--- src/rtl/ctc_timer_pkg.sv ---
package ctc_timer_pkg;
  typedef enum logic [1:0] {
    MODE_FREE = 2'd0,
    MODE_RSV1 = 2'd1,
    MODE_CLR  = 2'd2,
    MODE_RSV3 = 2'd3
  } mode_e;

  typedef enum logic [1:0] {
    ACT_HOLD = 2'd0,
    ACT_TOGL = 2'd1,
    ACT_LOW  = 2'd2,
    ACT_HIGH = 2'd3
  } wave_act_e;

  localparam logic [1:0] ADDR_CNT  = 2'd0;
  localparam logic [1:0] ADDR_CMP  = 2'd1;
  localparam logic [1:0] ADDR_CTRL = 2'd2;
endpackage

--- src/rtl/ctc_regs.sv ---
module ctc_regs
  import ctc_timer_pkg::*;
#(
  parameter int CNT_W = 8
) (
  input  logic             clk_i,
  input  logic             rst_ni,
  input  logic             wr_en_i,
  input  logic [1:0]       wr_addr_i,
  input  logic [CNT_W-1:0] wr_data_i,
  output logic [CNT_W-1:0] cmp_o,
  output mode_e            mode_o,
  output wave_act_e        act_o,
  output logic             cnt_wr_o,
  output logic [CNT_W-1:0] cnt_wr_val_o
);
  logic [CNT_W-1:0] cmp_q;
  mode_e            mode_q;
  wave_act_e        act_q;

  logic wr_cmp, wr_ctrl;
  assign wr_cmp  = wr_en_i && (wr_addr_i == ADDR_CMP);
  assign wr_ctrl = wr_en_i && (wr_addr_i == ADDR_CTRL);

  always_ff @(posedge clk_i or negedge rst_ni) begin
    if (!rst_ni) begin
      cmp_q  <= '0;
      mode_q <= MODE_FREE;
      act_q  <= ACT_HOLD;
    end else begin
      if (wr_cmp) cmp_q <= wr_data_i;
      if (wr_ctrl) begin
        mode_q <= mode_e'(wr_data_i[1:0]);
        act_q  <= wave_act_e'(wr_data_i[3:2]);
      end
    end
  end

  assign cmp_o        = cmp_q;
  assign mode_o       = mode_q;
  assign act_o        = act_q;
  assign cnt_wr_o     = wr_en_i && (wr_addr_i == ADDR_CNT);
  assign cnt_wr_val_o = wr_data_i;

  a_r2_cmp_load: assert property (@(posedge clk_i) disable iff (!rst_ni)
    wr_cmp |=> cmp_o == $past(wr_data_i));
  a_r2_spare_addr: assert property (@(posedge clk_i) disable iff (!rst_ni)
    (wr_en_i && wr_addr_i == 2'd3) |=> ($stable(cmp_o) && $stable(mode_o) && $stable(act_o)));
endmodule

--- src/rtl/ctc_counter.sv ---
module ctc_counter
  import ctc_timer_pkg::*;
#(
  parameter int CNT_W = 8
) (
  input  logic             clk_i,
  input  logic             rst_ni,
  input  logic             tick_i,
  input  logic             cnt_wr_i,
  input  logic [CNT_W-1:0] cnt_wr_val_i,
  input  logic [CNT_W-1:0] cmp_i,
  input  mode_e            mode_i,
  output logic [CNT_W-1:0] cnt_o,
  output logic             match_o,
  output logic             wrap_o
);
  localparam logic [CNT_W-1:0] CNT_MAX = '1;

  logic [CNT_W-1:0] cnt_q, cnt_step;
  logic             adv, at_top;

  // write wins over tick
  assign adv      = tick_i && !cnt_wr_i;
  assign at_top   = (mode_i == MODE_CLR) && (cnt_q == cmp_i);
  assign cnt_step = at_top ? '0 : cnt_q + 1'b1;

  always_ff @(posedge clk_i or negedge rst_ni) begin
    if (!rst_ni)       cnt_q <= '0;
    else if (cnt_wr_i) cnt_q <= cnt_wr_val_i;
    else if (adv)      cnt_q <= cnt_step;
  end

  assign cnt_o   = cnt_q;
  assign match_o = adv && (cnt_step == cmp_i);
  assign wrap_o  = adv && (cnt_q == CNT_MAX);

  a_r10_write_wins: assert property (@(posedge clk_i) disable iff (!rst_ni)
    cnt_wr_i |=> cnt_o == $past(cnt_wr_val_i));
  a_r4_clear_at_top: assert property (@(posedge clk_i) disable iff (!rst_ni)
    (tick_i && !cnt_wr_i && mode_i == MODE_CLR && cnt_o == cmp_i) |=> cnt_o == '0);
  a_r3_free_step: assert property (@(posedge clk_i) disable iff (!rst_ni)
    (tick_i && !cnt_wr_i && mode_i != MODE_CLR) |=> cnt_o == CNT_W'($past(cnt_o) + 1'b1));
  a_r11_hold: assert property (@(posedge clk_i) disable iff (!rst_ni)
    (!tick_i && !cnt_wr_i) |=> $stable(cnt_o));
endmodule

--- src/rtl/ctc_flag.sv ---
module ctc_flag (
  input  logic clk_i,
  input  logic rst_ni,
  input  logic set_i,
  input  logic clr_i,
  output logic flag_o
);
  logic flag_q;

  always_ff @(posedge clk_i or negedge rst_ni) begin
    if (!rst_ni)    flag_q <= 1'b0;
    else if (set_i) flag_q <= 1'b1;
    else if (clr_i) flag_q <= 1'b0;
  end

  assign flag_o = flag_q;

  a_r8_set_wins: assert property (@(posedge clk_i) disable iff (!rst_ni)
    set_i |=> flag_o);
  a_r8_clear: assert property (@(posedge clk_i) disable iff (!rst_ni)
    (clr_i && !set_i) |=> !flag_o);
  a_r5_sticky: assert property (@(posedge clk_i) disable iff (!rst_ni)
    (flag_o && !clr_i) |=> flag_o);
  a_r6_no_spurious: assert property (@(posedge clk_i) disable iff (!rst_ni)
    (!flag_o && !set_i) |=> !flag_o);
endmodule

--- src/rtl/ctc_wave.sv ---
module ctc_wave
  import ctc_timer_pkg::*;
(
  input  logic      clk_i,
  input  logic      rst_ni,
  input  logic      match_i,
  input  wave_act_e act_i,
  output logic      wave_o
);
  logic wave_q;

  always_ff @(posedge clk_i or negedge rst_ni) begin
    if (!rst_ni) wave_q <= 1'b0;
    else if (match_i) begin
      unique case (act_i)
        ACT_HOLD: wave_q <= wave_q;
        ACT_TOGL: wave_q <= ~wave_q;
        ACT_LOW:  wave_q <= 1'b0;
        ACT_HIGH: wave_q <= 1'b1;
      endcase
    end
  end

  assign wave_o = wave_q;

  a_r9_toggle: assert property (@(posedge clk_i) disable iff (!rst_ni)
    (match_i && act_i == ACT_TOGL) |=> wave_o != $past(wave_o));
  a_r9_low: assert property (@(posedge clk_i) disable iff (!rst_ni)
    (match_i && act_i == ACT_LOW) |=> !wave_o);
  a_r9_high: assert property (@(posedge clk_i) disable iff (!rst_ni)
    (match_i && act_i == ACT_HIGH) |=> wave_o);
  a_r9_hold: assert property (@(posedge clk_i) disable iff (!rst_ni)
    (!match_i || act_i == ACT_HOLD) |=> $stable(wave_o));
endmodule

--- src/rtl/ctc_timer.sv ---
module ctc_timer
  import ctc_timer_pkg::*;
#(
  parameter int CNT_W = 8
) (
  input  logic             clk_i,
  input  logic             rst_ni,
  input  logic             tick_i,
  input  logic             wr_en_i,
  input  logic [1:0]       wr_addr_i,
  input  logic [CNT_W-1:0] wr_data_i,
  input  logic             ovf_clr_i,
  input  logic             cmp_clr_i,
  output logic [CNT_W-1:0] cnt_o,
  output logic [CNT_W-1:0] cmp_o,
  output logic             ovf_flag_o,
  output logic             cmp_flag_o,
  output logic             wave_o
);
  localparam int N_FLAG = 2;

  mode_e            mode;
  wave_act_e        act;
  logic             cnt_wr, match, wrap;
  logic [CNT_W-1:0] cnt_wr_val, cmp_val;
  logic [N_FLAG-1:0] flag_set, flag_clr, flag_val;

  ctc_regs #(.CNT_W(CNT_W)) u_regs (
    .clk_i        (clk_i),
    .rst_ni       (rst_ni),
    .wr_en_i      (wr_en_i),
    .wr_addr_i    (wr_addr_i),
    .wr_data_i    (wr_data_i),
    .cmp_o        (cmp_val),
    .mode_o       (mode),
    .act_o        (act),
    .cnt_wr_o     (cnt_wr),
    .cnt_wr_val_o (cnt_wr_val)
  );

  ctc_counter #(.CNT_W(CNT_W)) u_counter (
    .clk_i        (clk_i),
    .rst_ni       (rst_ni),
    .tick_i       (tick_i),
    .cnt_wr_i     (cnt_wr),
    .cnt_wr_val_i (cnt_wr_val),
    .cmp_i        (cmp_val),
    .mode_i       (mode),
    .cnt_o        (cnt_o),
    .match_o      (match),
    .wrap_o       (wrap)
  );

  // bit 0: roll-over, bit 1: match
  assign flag_set = {match, wrap};
  assign flag_clr = {cmp_clr_i, ovf_clr_i};

  for (genvar g = 0; g < N_FLAG; g++) begin : g_flag
    ctc_flag u_flag (
      .clk_i  (clk_i),
      .rst_ni (rst_ni),
      .set_i  (flag_set[g]),
      .clr_i  (flag_clr[g]),
      .flag_o (flag_val[g])
    );
  end

  ctc_wave u_wave (
    .clk_i   (clk_i),
    .rst_ni  (rst_ni),
    .match_i (match),
    .act_i   (act),
    .wave_o  (wave_o)
  );

  assign cmp_o      = cmp_val;
  assign ovf_flag_o = flag_val[0];
  assign cmp_flag_o = flag_val[1];

  a_r5_wrap_sets: assert property (@(posedge clk_i) disable iff (!rst_ni)
    (tick_i && !(wr_en_i && wr_addr_i == ADDR_CNT) && cnt_o == '1) |=> (ovf_flag_o && cnt_o == '0));
endmodule

--- config.mk ---
export PLATFORM = sky130hd
export DESIGN_NAME = ctc_timer
export DESIGN_NICKNAME = d
export VERILOG_FILES = /design/src/rtl/ctc_timer_pkg.sv /design/src/rtl/ctc_regs.sv /design/src/rtl/ctc_counter.sv /design/src/rtl/ctc_flag.sv /design/src/rtl/ctc_wave.sv /design/src/rtl/ctc_timer.sv
export SDC_FILE = /design/constraint.sdc
export NUM_CORES = 1
export LEC_CHECK = 0
export BUFFER_PORTS_ARGS = -buffer_cell sky130_fd_sc_hd__buf_2
export CAP_MARGIN = 20
export CELL_PAD_IN_SITES_DETAIL_PLACEMENT = 1
export CELL_PAD_IN_SITES_GLOBAL_PLACEMENT = 2
export CORE_ASPECT_RATIO = 1.5
export CORE_MARGIN = 3
export CORE_UTILIZATION = 29
export CTS_CLUSTER_DIAMETER = 40
export DETAILED_ROUTE_END_ITERATION = 16
export PLACE_DENSITY = 0.76
export SLEW_MARGIN = 5
export SYNTH_ARGS = -nofsm -noshare
export SYNTH_HDL_FRONTEND = slang
export SYNTH_HIERARCHICAL = 1
export SYNTH_SLANG_ARGS = --single-unit
--- constraint.sdc ---
create_clock -name clk_i -period 2.35 [get_ports clk_i]
set_clock_uncertainty 0.05 [all_clocks]
set_input_delay 0.1175 -clock clk_i [delete_from_list [all_inputs] [get_ports clk_i]]
set_output_delay 0.1175 -clock clk_i [all_outputs]
set_load 0.05 [all_outputs]
After elaboration in Yosys (flattened, before gate mapping)

Cells that the tools add are included.

Register bits after elaboration: 23
Output and inout port bits: 19
Word-level logic and storage cells: 41

Bitwise logic cells: 2
Equal/unequal tests: 9
$add $sub $neg: 1
Mux-type cells: 8
Reduce and logical (&&, ||, !) cells: 14

Operator list:

| kind                                                            | number |
|---|---|
| 8-bit two-way mux                                               | 3 |
| 8-bit == test                                                   | 2 |
| 8-bit by 1-bit adder with 8-bit output, second input constant   | 1 |
| 2-bit == test, second input constant                            | 4 |
| 8-bit == test, second input constant                            | 1 |
| 1-bit logical AND                                               | 7 |
| 2-bit nonzero test                                              | 3 |
| 2-bit by 1-bit == test with 1-bit output, second input constant | 2 |
| 2-bit zero test                                                 | 2 |
| 1-bit two-way mux                                               | 4 |
| 1-bit one-hot mux with 3 select lines                           | 1 |
| 1-bit NOT                                                       | 2 |
| 2-bit AND reduction                                             | 1 |
| 1-bit zero test                                                 | 1 |

Depth between registers and ports, before layout

Gate-level depths: netlist of the first run.

Word-level depth: 6
Mapped depth: 10

Modules after synthesis

Netlist of the first run, hierarchy kept.

Modules (own cells, without submodules):

| module      | area each (um^2) | cells each | times used | seq. area each (um^2) |
|---|---|---|---|---|
| ctc_counter | 793.3            | 104        | 1          | 200.2 |
| ctc_regs    | 530.5            | 35         | 1          | 300.3 |
| ctc_flag    | 36.3             | 3          | 2          | 25.0 |
| ctc_wave    | 50.0             | 4          | 1          | 25.0 |

Worst setup path before layout of the first run

OpenSTA, ideal clock, no wires.

Path type: flip-flop to flip-flop
From: register u_counter.cnt_q[0] (netlist: u_counter/cnt_o[0])
To: register u_wave.wave_q (netlist: u_wave/wave_o)
Period minus slack after synthesis: 2.616 ns
Arrival time: 2.445 ns
Required time: 2.179 ns
Cell stages (with the launch flop): 10
Path buffers: 0
Library setup time: 0.121 ns
Slack: -0.266 ns
Cells stage by stage: dfrtp_1 ha_1 and3_1 nand3_1 xor2_1 a221oi_1 and3_1 o2111a_1 o21ai_0 a22o_1

Word-level cells in the longest chain between the ends: 6
Elaborated cells between the ends (all ways): 7

RTL lines:

| item                                                                                           | RTL line          | RTL |
|---|---|---|
| start: declaration                                                                             | ctc_counter.sv:19 | `logic [CNT_W-1:0] cnt_q, cnt_step;` |
| start signal: assignment                                                                       | ctc_counter.sv:29 | `else if (cnt_wr_i) cnt_q <= cnt_wr_val_i;` |
| start signal: assignment                                                                       | ctc_counter.sv:30 | `else if (adv) cnt_q <= cnt_step;` |
| parallel branches: the longest is 2 deep, another holds 8-bit by 1-bit adder with 8-bit output | -                 |  |
| 8-bit two-way mux (*)                                                                          | ctc_counter.sv:25 | `assign cnt_step = at_top ? '0 : cnt_q + 1'b1;` |
| 8-bit == test (*)                                                                              | ctc_counter.sv:34 | `assign match_o = adv && (cnt_step == cmp_i);` |
| 1-bit logical AND (*)                                                                          | ctc_counter.sv:34 |  |
| via match                                                                                      | ctc_timer.sv:24   | `logic cnt_wr, match, wrap;` |
| 2-bit AND reduction (no line) (*)                                                              | -                 |  |
| end signal: assignment                                                                         | ctc_wave.sv:16    | `ACT_HOLD: wave_q <= wave_q;` |
| end signal: assignment                                                                         | ctc_wave.sv:17    | `ACT_TOGL: wave_q <= ~wave_q;` |
| end: declaration                                                                               | ctc_wave.sv:10    | `logic wave_q;` |

Mark *: on every way through the listed nets, which the timed path passes.
A chain may end at the register's enable or synchronous reset.

Worst setup path in the final report of the first run

From: register u_counter.cnt_q[6] (netlist: u_counter/cnt_o[6])
To: register u_wave.wave_q (netlist: u_wave/wave_o)

The elaborated chain is that of the path after synthesis.

==> results of run 1 <==
## critical path, stage by stage, from the launching register on
cell      delay, ps
dfrtp_2         420
xor2_1          170
nor4_2          390
and3_4          270
o21ai_1          90
and3_1          180
o2111a_1        140
mux2_1          290
a22o_1          180
## cell type report
type                       count  area share
timing repair buffer          58       0.189
sequential                    23       0.317
inverter                       4     0.00805
clock buffer                   4      0.0242
tap                           64      0.0430
multi-input combinational    107       0.419
## cell usage after synthesis, types with 2 or more instances
| master | number |
|---|---|
| a22oi_1 | 6 |
| nand2_1 | 10 |
| nor4_1 | 3 |
| mux2_2 | 12 |
| nor2b_1 | 2 |
| a21o_1 | 5 |
| nor2_1 | 8 |
| clkbuf_2 | 2 |
| a211o_1 | 2 |
| o21ai_0 | 15 |
| nor3_1 | 3 |
| mux2i_1 | 2 |
| inv_1 | 3 |
| buf_2 | 2 |
| xor2_1 | 11 |
| nand3_1 | 5 |
| nor3b_1 | 3 |
| o22ai_1 | 2 |
| buf_4 | 8 |
| and3_1 | 4 |
| dfrtp_1 | 23 |
## power breakdown
part	switching (µW)	total (µW)	internal, µW
Combinational	508	807	299
Clock	123	244	121
Sequential	91.3	572	480
## through the flow
| step | TNS (ps) | cells | power [µW] |
|---|---|---|---|
| after floorplan | 0 | 149 | 1110 |
| after global placement | 0 | 247 | 1310 |
| after detailed placement | -7.67 | 247 | 1330 |
| after CTS | 0 | 253 | 1590 |
| after global routing | 0 | 260 | 1730 |
| final | 0 | 260 | 1620 |
## sequential cells by signal, summed over array words and instances, names as in the netlist
signal,flops
u_regs/mode_o,2
u_regs/act_o,2
u_regs/cmp_o,8
g_flag.u_flag/flag_o,2
u_wave/wave_o,1
u_counter/cnt_o,8
## final timing paths
check	end	slack (ps)	from
hold / removal	u_counter/cnt_o[6]$_DFFE_PN0P_	30	wr_data_i[6]
setup reg to reg	u_wave/wave_o$_DFFE_PN0P_	80	u_counter/cnt_o[6]$_DFFE_PN0P_
max in group asynchronous	u_counter/cnt_o[2]$_DFFE_PN0P_	1550	rst_ni
setup / recovery	u_wave/wave_o$_DFFE_PN0P_	80	u_counter/cnt_o[6]$_DFFE_PN0P_
hold reg to reg	g_flag[0].u_flag/flag_o$_DFFE_PN0P_	440	g_flag[0].u_flag/flag_o$_DFFE_PN0P_
min in group asynchronous	g_flag[0].u_flag/flag_o$_DFFE_PN0P_	310	rst_ni
## per-layer routing
metal  up-vias  share of wire  track usage
li1        621              -            -
met1       624           0.40        0.162
met2        20           0.57        0.292
met3         2          0.029       0.0206
met4         0         0.0059       0.0414
met5         -              0            0
## timing repair
item / CTS / global route
hold buffers: 1 / 0
endpoints found under the hold margin: 23 / 0
setup endpoints to repair: 1 / 1
gates resized for setup: 1 / 2
buffers inserted: 1 / 7
pin swaps: 1 / 2
## cell usage in the layout, fill, tap and decap left out, types with 5 or more instances in the layout
| cell type | Yosys | final |
|---|---|---|
| dfrtp_2 | 0 | 12 |
| buf_2 | 2 | 34 |
| a22oi_1 | 6 | 6 |
| nand2_1 | 10 | 10 |
| nor2_1 | 8 | 8 |
| a21o_1 | 5 | 5 |
| buf_4 | 8 | 23 |
| xor2_1 | 11 | 11 |
| o21ai_0 | 15 | 14 |
| nand3_1 | 5 | 5 |
| mux2_2 | 12 | 12 |
| dfrtp_1 | 23 | 11 |
## cells by family (layout without fill, tap and decap cells)
family,Yosys count,after routing
compound gates,36,36
xor+xnor,12,12
fa+ha+maj,1,1
buf+inv,19,66
flops,23,23
mux,15,15
simple gates,43,43
==> metrics.txt, run 1 <==
largest cells by area after synthesis=dfrtp_1 40%, mux2_2 9.3%, xor2_1 6.7%, o21ai_0 5.2%, buf_4 4.2%; CTS tree=built; DRT iter0 DRCs=34; Avg Cell Area, Syn=approximately 9.7 µm²; post-synthesis mux area share=0.115; P&R area growth vs syn=28.9%; area share of the largest cell type after synthesis=0.398; Synth Area in Simple Gates=0.165; FFs w/ async S/R, synth=1.00; Avg WL per Cell=16.4 µm; Worst Path Class, Setup=flop to flop; H-tree depth=1; nets@finish=~210; Post-Synth Adder-Cell Area=0.00865; Seq. cell area=slightly below 600 µm²; worst-case reg-to-reg path depth=8; layout cells sized above 1=0.459; row cnt=30; vias per cell=a little under 5; Post-DP Area=about 1700 µm²; Startpoint Class=flop; clock-pin slew on the worst setup and hold paths=around 80 ps; # setup viols final=0; area of the multi-input gates=781 µm²; maximum vdd drop=between 300 and 400 µV; CTS Sinks=23; Synth Net Count=between 150 and 200; first-pass GRT wire length=between 6000 and 7000 µm; final wirelength=about 4300 µm; Synth area leader=dfrtp_1; Die Ht=between 90 and 100 µm; total CTS buffers=3; Max Slew Vio Count=0; antenna cell count=0; number of flops mapped to enable cells by yosys=0; xor/xnor cell area share of the yosys netlist=0.0727; arrival time at the worst endpoint=roughly 2400 ps; pre-CTS setup slack=-7.67 ps; Setup crit end kind=flop; Slew Limit Headroom=0.644; yosys warns=6; number of placed I/O pins=35; Tmin final=between 2000 and 2500 ps; worst-margin pin slew=about 530 ps; PortBufs=34; GRT overflow=0; Initial Util=0.311; number of global-route vias before repair=roughly 1,400; initial antenna violation count=0; complex-gate fraction of the synthesized area=0.162; Main synth FF type=dfrtp_1; Synth cell types=39; clk root buf=clkbuf_8; Die X=about 64 µm; Max FO, Critical Path=4; core footprint=around 4700 µm²; Leak=0.000862 µW; RSZ-0062 raised after global routing=false; Mapped Cells=149; worst-case clock buffer depth=2; hpwl dp=3450 µm; Cells on Worst Hold Path=3; DRT Pass-1 Iters=4; synthesized area=between 1000 and 1500 µm²; tightest hold margin=between 20 and 30 ps; All-Layer GR Usage=0.149; largest net degree at the start of global routing=24; Clk Latency, worst-skew pair=approximately 260 ps; class of the worst hold path=primary input to flop; synthesis-stage register bit count=23; Final Cell Area=around 1900 µm²; setup ws final=roughly 76 ps; routed vias=around 1,300; register area share after synthesis=0.398; Tcrit/Tclk final=0.968; Routability Congestion=0.892; max_cap viols=0; Critical Path RT=between 2000 and 2500 ps; f_max=roughly 440 MHz; Fill cells=about 580; drt drc=0; largest family of logic cells by synthesized area=simple AND/OR/NAND/NOR gates; final hold violations=0; status=complete, no violations; fin util=0.401; post-route ant nets=0; Pwr Density=870 nW/µm²; Die ar.=roughly 6000 µm²
Note: power is estimated with default switching activity, not from simulation.
==> run 2, diff against run 1 <==
Settings changed: PLACE_DENSITY 0.76 to 0.8.
==> run 2 against run 1 <==
  * Count of clock-buffer cells in the layout shrank 1
  * Combinational power is 2% lower
  * Via count increased by 0.79%
  * Flip-flop and latch count did not move
  * Non-clock buffer count shrank 4
  * Routed wire length grew 6.5%
  * Critical path depth stayed put
  * Register-to-register slack worse by 30 ps
  * Final area decreased by 0.20%
  * Sequential power increased by 3%
==> metrics.txt, run 2 (synthesis gave the netlist of run 1 again) <==
PortBufs=34; DRT Pass-1 Iters=4; row cnt=30; Die ar.=between 5000 and 6000 µm²; r2r endpoint=u_wave/wave_o$_DFFE_PN0P_; Fill cells=594; Post-DP Area=~1700 µm²; Die Ht=92.5 µm; Leak=around 0.00085 µW; max incr delay on CP=roughly 480 ps; final instance count without filler cells=256; maximum vdd drop=about 340 µV; Startpoint Class=flop; Critical R2R Launch=u_counter/cnt_o[0]$_DFFE_PN0P_; clk root buf=clkbuf_8; Avg WL per Cell=17.7 µm; P&R area growth vs syn=28.6%; Max FO, Critical Path=7; All-Layer GR Usage=0.165; crit path max-delay cell type=dfrtp_2; Setup crit end kind=flop; met1 wire length=between 1500 and 2000 µm; H-tree depth=1; Cells on Worst Hold Path=3; worst-case clock buffer depth=2; hpwl dp=3670 µm; Seq. cell area=just under 600 µm²; Worst Path Class, Setup=flop to flop; Max Slew Vio Count=0; layout cells sized above 1=0.479; largest net degree at the start of global routing=24; Initial Util=0.311; Met3 Wirelength=139 µm; DRT iter0 DRCs=46; final wirelength=4530 µm; CP cell instances=xor2_1, nor4_2, and3_4, o21ai_1, and3_1, o2111a_1, mux2_4, a22o_1; commonest non-fill, non-tap cells in the layout=34 x buf_2, 19 x buf_4, 14 x o21ai_0; reg-to-reg slack, setup=roughly 47 ps; antenna cell count=0; core footprint=4650 µm²; Routability Congestion=approximately 0.9; GRT overflow=0; uppermost layer routed=met4; max_cap viols=0; drt drc=0; sum of negative setup slack=0 ps; worst-margin pin slew=552 ps; post-route ant nets=0; Final Cell Area=around 1900 µm²; Tmin final=2300 ps; commonest non-fill, non-tap cell in the layout=buf_2; initial antenna violation count=0; Inst Count DP=approximately 250; total power draw=~1600 µW; worst-case reg-to-reg path depth=8; CTS tree=built; total CTS buffers=3; routed vias=approximately 1,300; # setup viols final=0; clock-pin slew on the worst setup and hold paths=90 ps; Pwr Density=875 nW/µm²; f_max=about 430 MHz; RSZ-0062 raised after global routing=true; area of the multi-input gates=a little over 800 µm²; first-pass GRT wire length=between 7000 and 8000 µm; nets@finish=210; Slew Limit Headroom=0.632; Clk Latency, worst-skew pair=270 ps; number of placed I/O pins=35; class of the worst hold path=primary input to flop; routed wire length on met2=approximately 2500 µm; vias per cell=roughly 5; Critical Path RT=between 2000 and 2500 ps; status=complete, no violations; Die X=63.7 µm; CTS Sinks=23; Hold Path Sink=u_counter/cnt_o[6]$_DFFE_PN0P_; arrival time at the worst endpoint=approximately 2400 ps; Worst Min Path Start=wr_data_i[6]; number of global-route vias before repair=1,474; Tcrit/Tclk final=0.980; final hold violations=0
[run 2: cell type report]
class	count	share of cell area
sequential	23	0.317
clock buffer	3	0.0222
timing repair buffer	54	0.174
inverter	4	0.00807
clock inverter	1	0.00269
multi-input combinational	107	0.433
tap	64	0.0430
[run 2: how the worst max path moves through the flow]
stage               cells past startpoint  slack (ps)                      startpoint                   endpoint
finish                                  8          50  u_counter/cnt_o[0]$_DFFE_PN0P_  u_wave/wave_o$_DFFE_PN0P_
detailed placement                      9          60  u_counter/cnt_o[0]$_DFFE_PN0P_  u_wave/wave_o$_DFFE_PN0P_
CTS                                     9          30  u_counter/cnt_o[0]$_DFFE_PN0P_  u_wave/wave_o$_DFFE_PN0P_
global route                            8         -50  u_counter/cnt_o[0]$_DFFE_PN0P_  u_wave/wave_o$_DFFE_PN0P_
global placement                        8          50     u_regs/cmp_o[7]$_DFFE_PN0P_  u_wave/wave_o$_DFFE_PN0P_
floorplan                              10           4  u_counter/cnt_o[3]$_DFFE_PN0P_  u_wave/wave_o$_DFFE_PN0P_
[run 2: power breakdown]
part | internal [µW] | switching, µW
registers | 480 | 107
logic | 284 | 507
clock network | 118 | 131
[run 2: what timing repair did]
item,in CTS,in global routing
endpoints found under the setup margin,0,1
hold buffers,1,0
buffers inserted,0,4
resized for setup,0,9
hold endpoints to repair,23,0
[run 2: routing by layer]
metal  track usage  vias to the layer above
met5             0                        -
met4        0.0595                        0
met3        0.0194                        4
met2         0.309                       26
met1         0.187                      637
li1              -                      610
[run 2: critical path: cells and delay by family, from the launching register on]
family | cells | cell delay (ps)
AND/OR/NAND/NOR | 3 | 770
XOR/XNOR | 1 | 190
multiplexers | 1 | 270
flip-flops | 1 | 480
AO/OA/AOI/OAI | 3 | 410
[run 2: per-stage QoR]
stage           util  hold WS, ps  worst slack (ps)
2_1_floorplan      -         -228              4.09
3_3_place_gp   0.373         74.9              47.4
3_5_place_dp   0.373         84.3              57.3
4_1_cts        0.385         19.6              30.7
5_1_grt        0.400         36.9             -48.7
6_report       0.400         24.5              47.4
==> run 3, diff against run 2 <==
Settings changed: SETUP_SLACK_MARGIN set to 0.05.
==> run 3 against run 2 <==
  * Global-route usage shrank 1.1 points
  * Final area up 7.2%
  * Worst setup slack lost 19 ps
  * Clock power hardly changed
  * Combinational power grew 11%
  * Flip-flop and latch count did not move
  * Worst hold slack improved by 5.6 ps
  * Sequential share of layout area is 1.9 points lower
  * Final cell count up 3.5%
  * Non-clock buffer count is 9 higher
  * Maximum frequency down 0.82%
==> metrics.txt, run 3 (synthesis gave the netlist of run 1 again) <==
core footprint=about 4700 µm²; number of placed I/O pins=35; Tmin final=about 2300 ps; worst-margin pin slew=~530 ps; Die Ht=92.5 µm; Pwr Density=between 800 and 900 nW/µm²; drt drc=0; CP cell instances=buf_4, and3_1, nand3_2, xor2_2, o22ai_2, nor4_2, o2111a_1, buf_4, mux2_4, a22o_1; largest net degree at the start of global routing=24; layout cells sized above 1=0.547; PortBufs=34; clk root buf=clkbuf_8; Clk Latency, worst-skew pair=about 260 ps; Critical R2R Launch=u_counter/cnt_o[0]$_DFFE_PN0P_; max_cap viols=0; DRT iter0 DRCs=52; DRT Pass-1 Iters=4; row cnt=30; number of global-route vias before repair=~1,400; Avg WL per Cell=18.1 µm; setup ws final=28.3 ps; Max FO, Critical Path=6; post-route ant nets=0; # setup viols final=0; Hold Path Sink=u_counter/cnt_o[6]$_DFFE_PN0P_; Worst Min Path Start=wr_data_i[6]; CP dominant cell by count=buf_4; nets@finish=around 220; RSZ-0062 raised after global routing=true; pre-CTS setup slack=-5.38 ps; crit-path leading delay family=compound AO/OA/AOI/OAI gates; fin util=0.428; Routability Congestion=between 0.9 and 1; f_max=between 400 and 500 MHz; Die X=63.7 µm; Startpoint Class=flop; P&R area growth vs syn=37.9%; max incr delay on CP=480 ps; maximum vdd drop=~460 µV; status=complete, no violations; H-tree depth=1; Worst Path Class, Setup=flop to flop; vias per cell=around 5.1; clock-pin slew on the worst setup and hold paths=80 ps; reg-to-reg slack, setup=30 ps; crit path max-delay cell type=dfrtp_4; Setup crit end kind=flop; worst-case reg-to-reg path depth=10; r2r endpoint=u_wave/wave_o$_DFFE_PN0P_; hpwl dp=between 3000 and 4000 µm; tightest hold margin=approximately 30 ps; WP buf/inv=2; Cells on Worst Hold Path=3; CTS Sinks=23; All-Layer GR Usage=0.153; Initial Util=0.311; class of the worst hold path=primary input to flop; final wirelength=about 4800 µm; arrival time at the worst endpoint=around 2400 ps; Max Slew Vio Count=0; initial antenna violation count=0; Die ar.=slightly below 6000 µm²; routed vias=roughly 1,400; first-pass GRT wire length=approximately 7200 µm; antenna cell count=0; Slew Limit Headroom=0.646; Critical Path RT=~2500 ps; commonest non-fill, non-tap cells in the layout=34 x buf_2, 27 x buf_4, 14 x o21ai_0; CTS tree=built; total CTS buffers=3; Leak=approximately 0.00091 µW; Tcrit/Tclk final=0.988; final hold violations=0; worst-case clock buffer depth=2; commonest non-fill, non-tap cell in the layout=buf_2; GRT overflow=0
## run 3: what timing repair did
| action | in CTS | in global routing |
|---|---|---|
| hold buffers | 1 | 0 |
| gates resized for setup | 3 | 11 |
| endpoints found under the hold margin | 23 | 0 |
| endpoints found under the setup margin | 1 | 1 |
| pin swaps | 2 | 7 |
| buffers inserted | 4 | 14 |
## run 3: per-layer routing
metal	global-route usage	up-vias	wire length, µm	part of all wire
li1	-	628	-	-
met4	0.0649	0	75	0.016
met5	0	-	0	0
met3	0.0146	8	123	0.026
met2	0.298	26	2690	0.56
met1	0.164	698	1900	0.40
## run 3: worst max path at each step
stage | cells past startpoint | to | startpoint | slack, ps
after detailed placement | 8 | u_wave/wave_o$_DFFE_PN0P_ | u_counter/cnt_o[0]$_DFFE_PN0P_ | -5
final | 10 | u_wave/wave_o$_DFFE_PN0P_ | u_counter/cnt_o[0]$_DFFE_PN0P_ | 30
after global placement | 8 | u_wave/wave_o$_DFFE_PN0P_ | u_counter/cnt_o[0]$_DFFE_PN0P_ | 20
after global routing | 10 | u_wave/wave_o$_DFFE_PN0P_ | u_counter/cnt_o[0]$_DFFE_PN0P_ | -70
after floorplan | 10 | u_wave/wave_o$_DFFE_PN0P_ | u_counter/cnt_o[3]$_DFFE_PN0P_ | 50
after CTS | 9 | u_wave/wave_o$_DFFE_PN0P_ | u_counter/cnt_o[0]$_DFFE_PN0P_ | 80
## run 3: worst min-delay path, cell delays in order
cell     delay (ps)
buf_2            90
nand2_1          40
o21ai_0          60
## run 3: report_power, final
group / internal [µW] / switching, µW / total [µW]
sequential: 482 / 112 / 594
combinational: 339 / 540 / 879
clock: 118 / 129 / 247
## run 3: area by class of cell
cell class              count  area [µm²]
clock buffers               3        41.3
clock inverters             1        5.00
fillers                   565        2660
inverters                   4        15.0
multi-input cells         107         856
flip-flops and latches     23         594
well taps                  64        80.1
repair buffers             63         403
## run 3: per-stage QoR
step	total power (µW)	area, µm²	cells	TNS, ps
2_1_floorplan	1120	1510	149	0
3_3_place_gp	1290	1710	242	0
3_5_place_dp	1310	1710	242	-5.38
4_1_cts	1590	1820	251	0
5_1_grt	1820	1990	265	-71.2
6_report	1720	1990	265	0
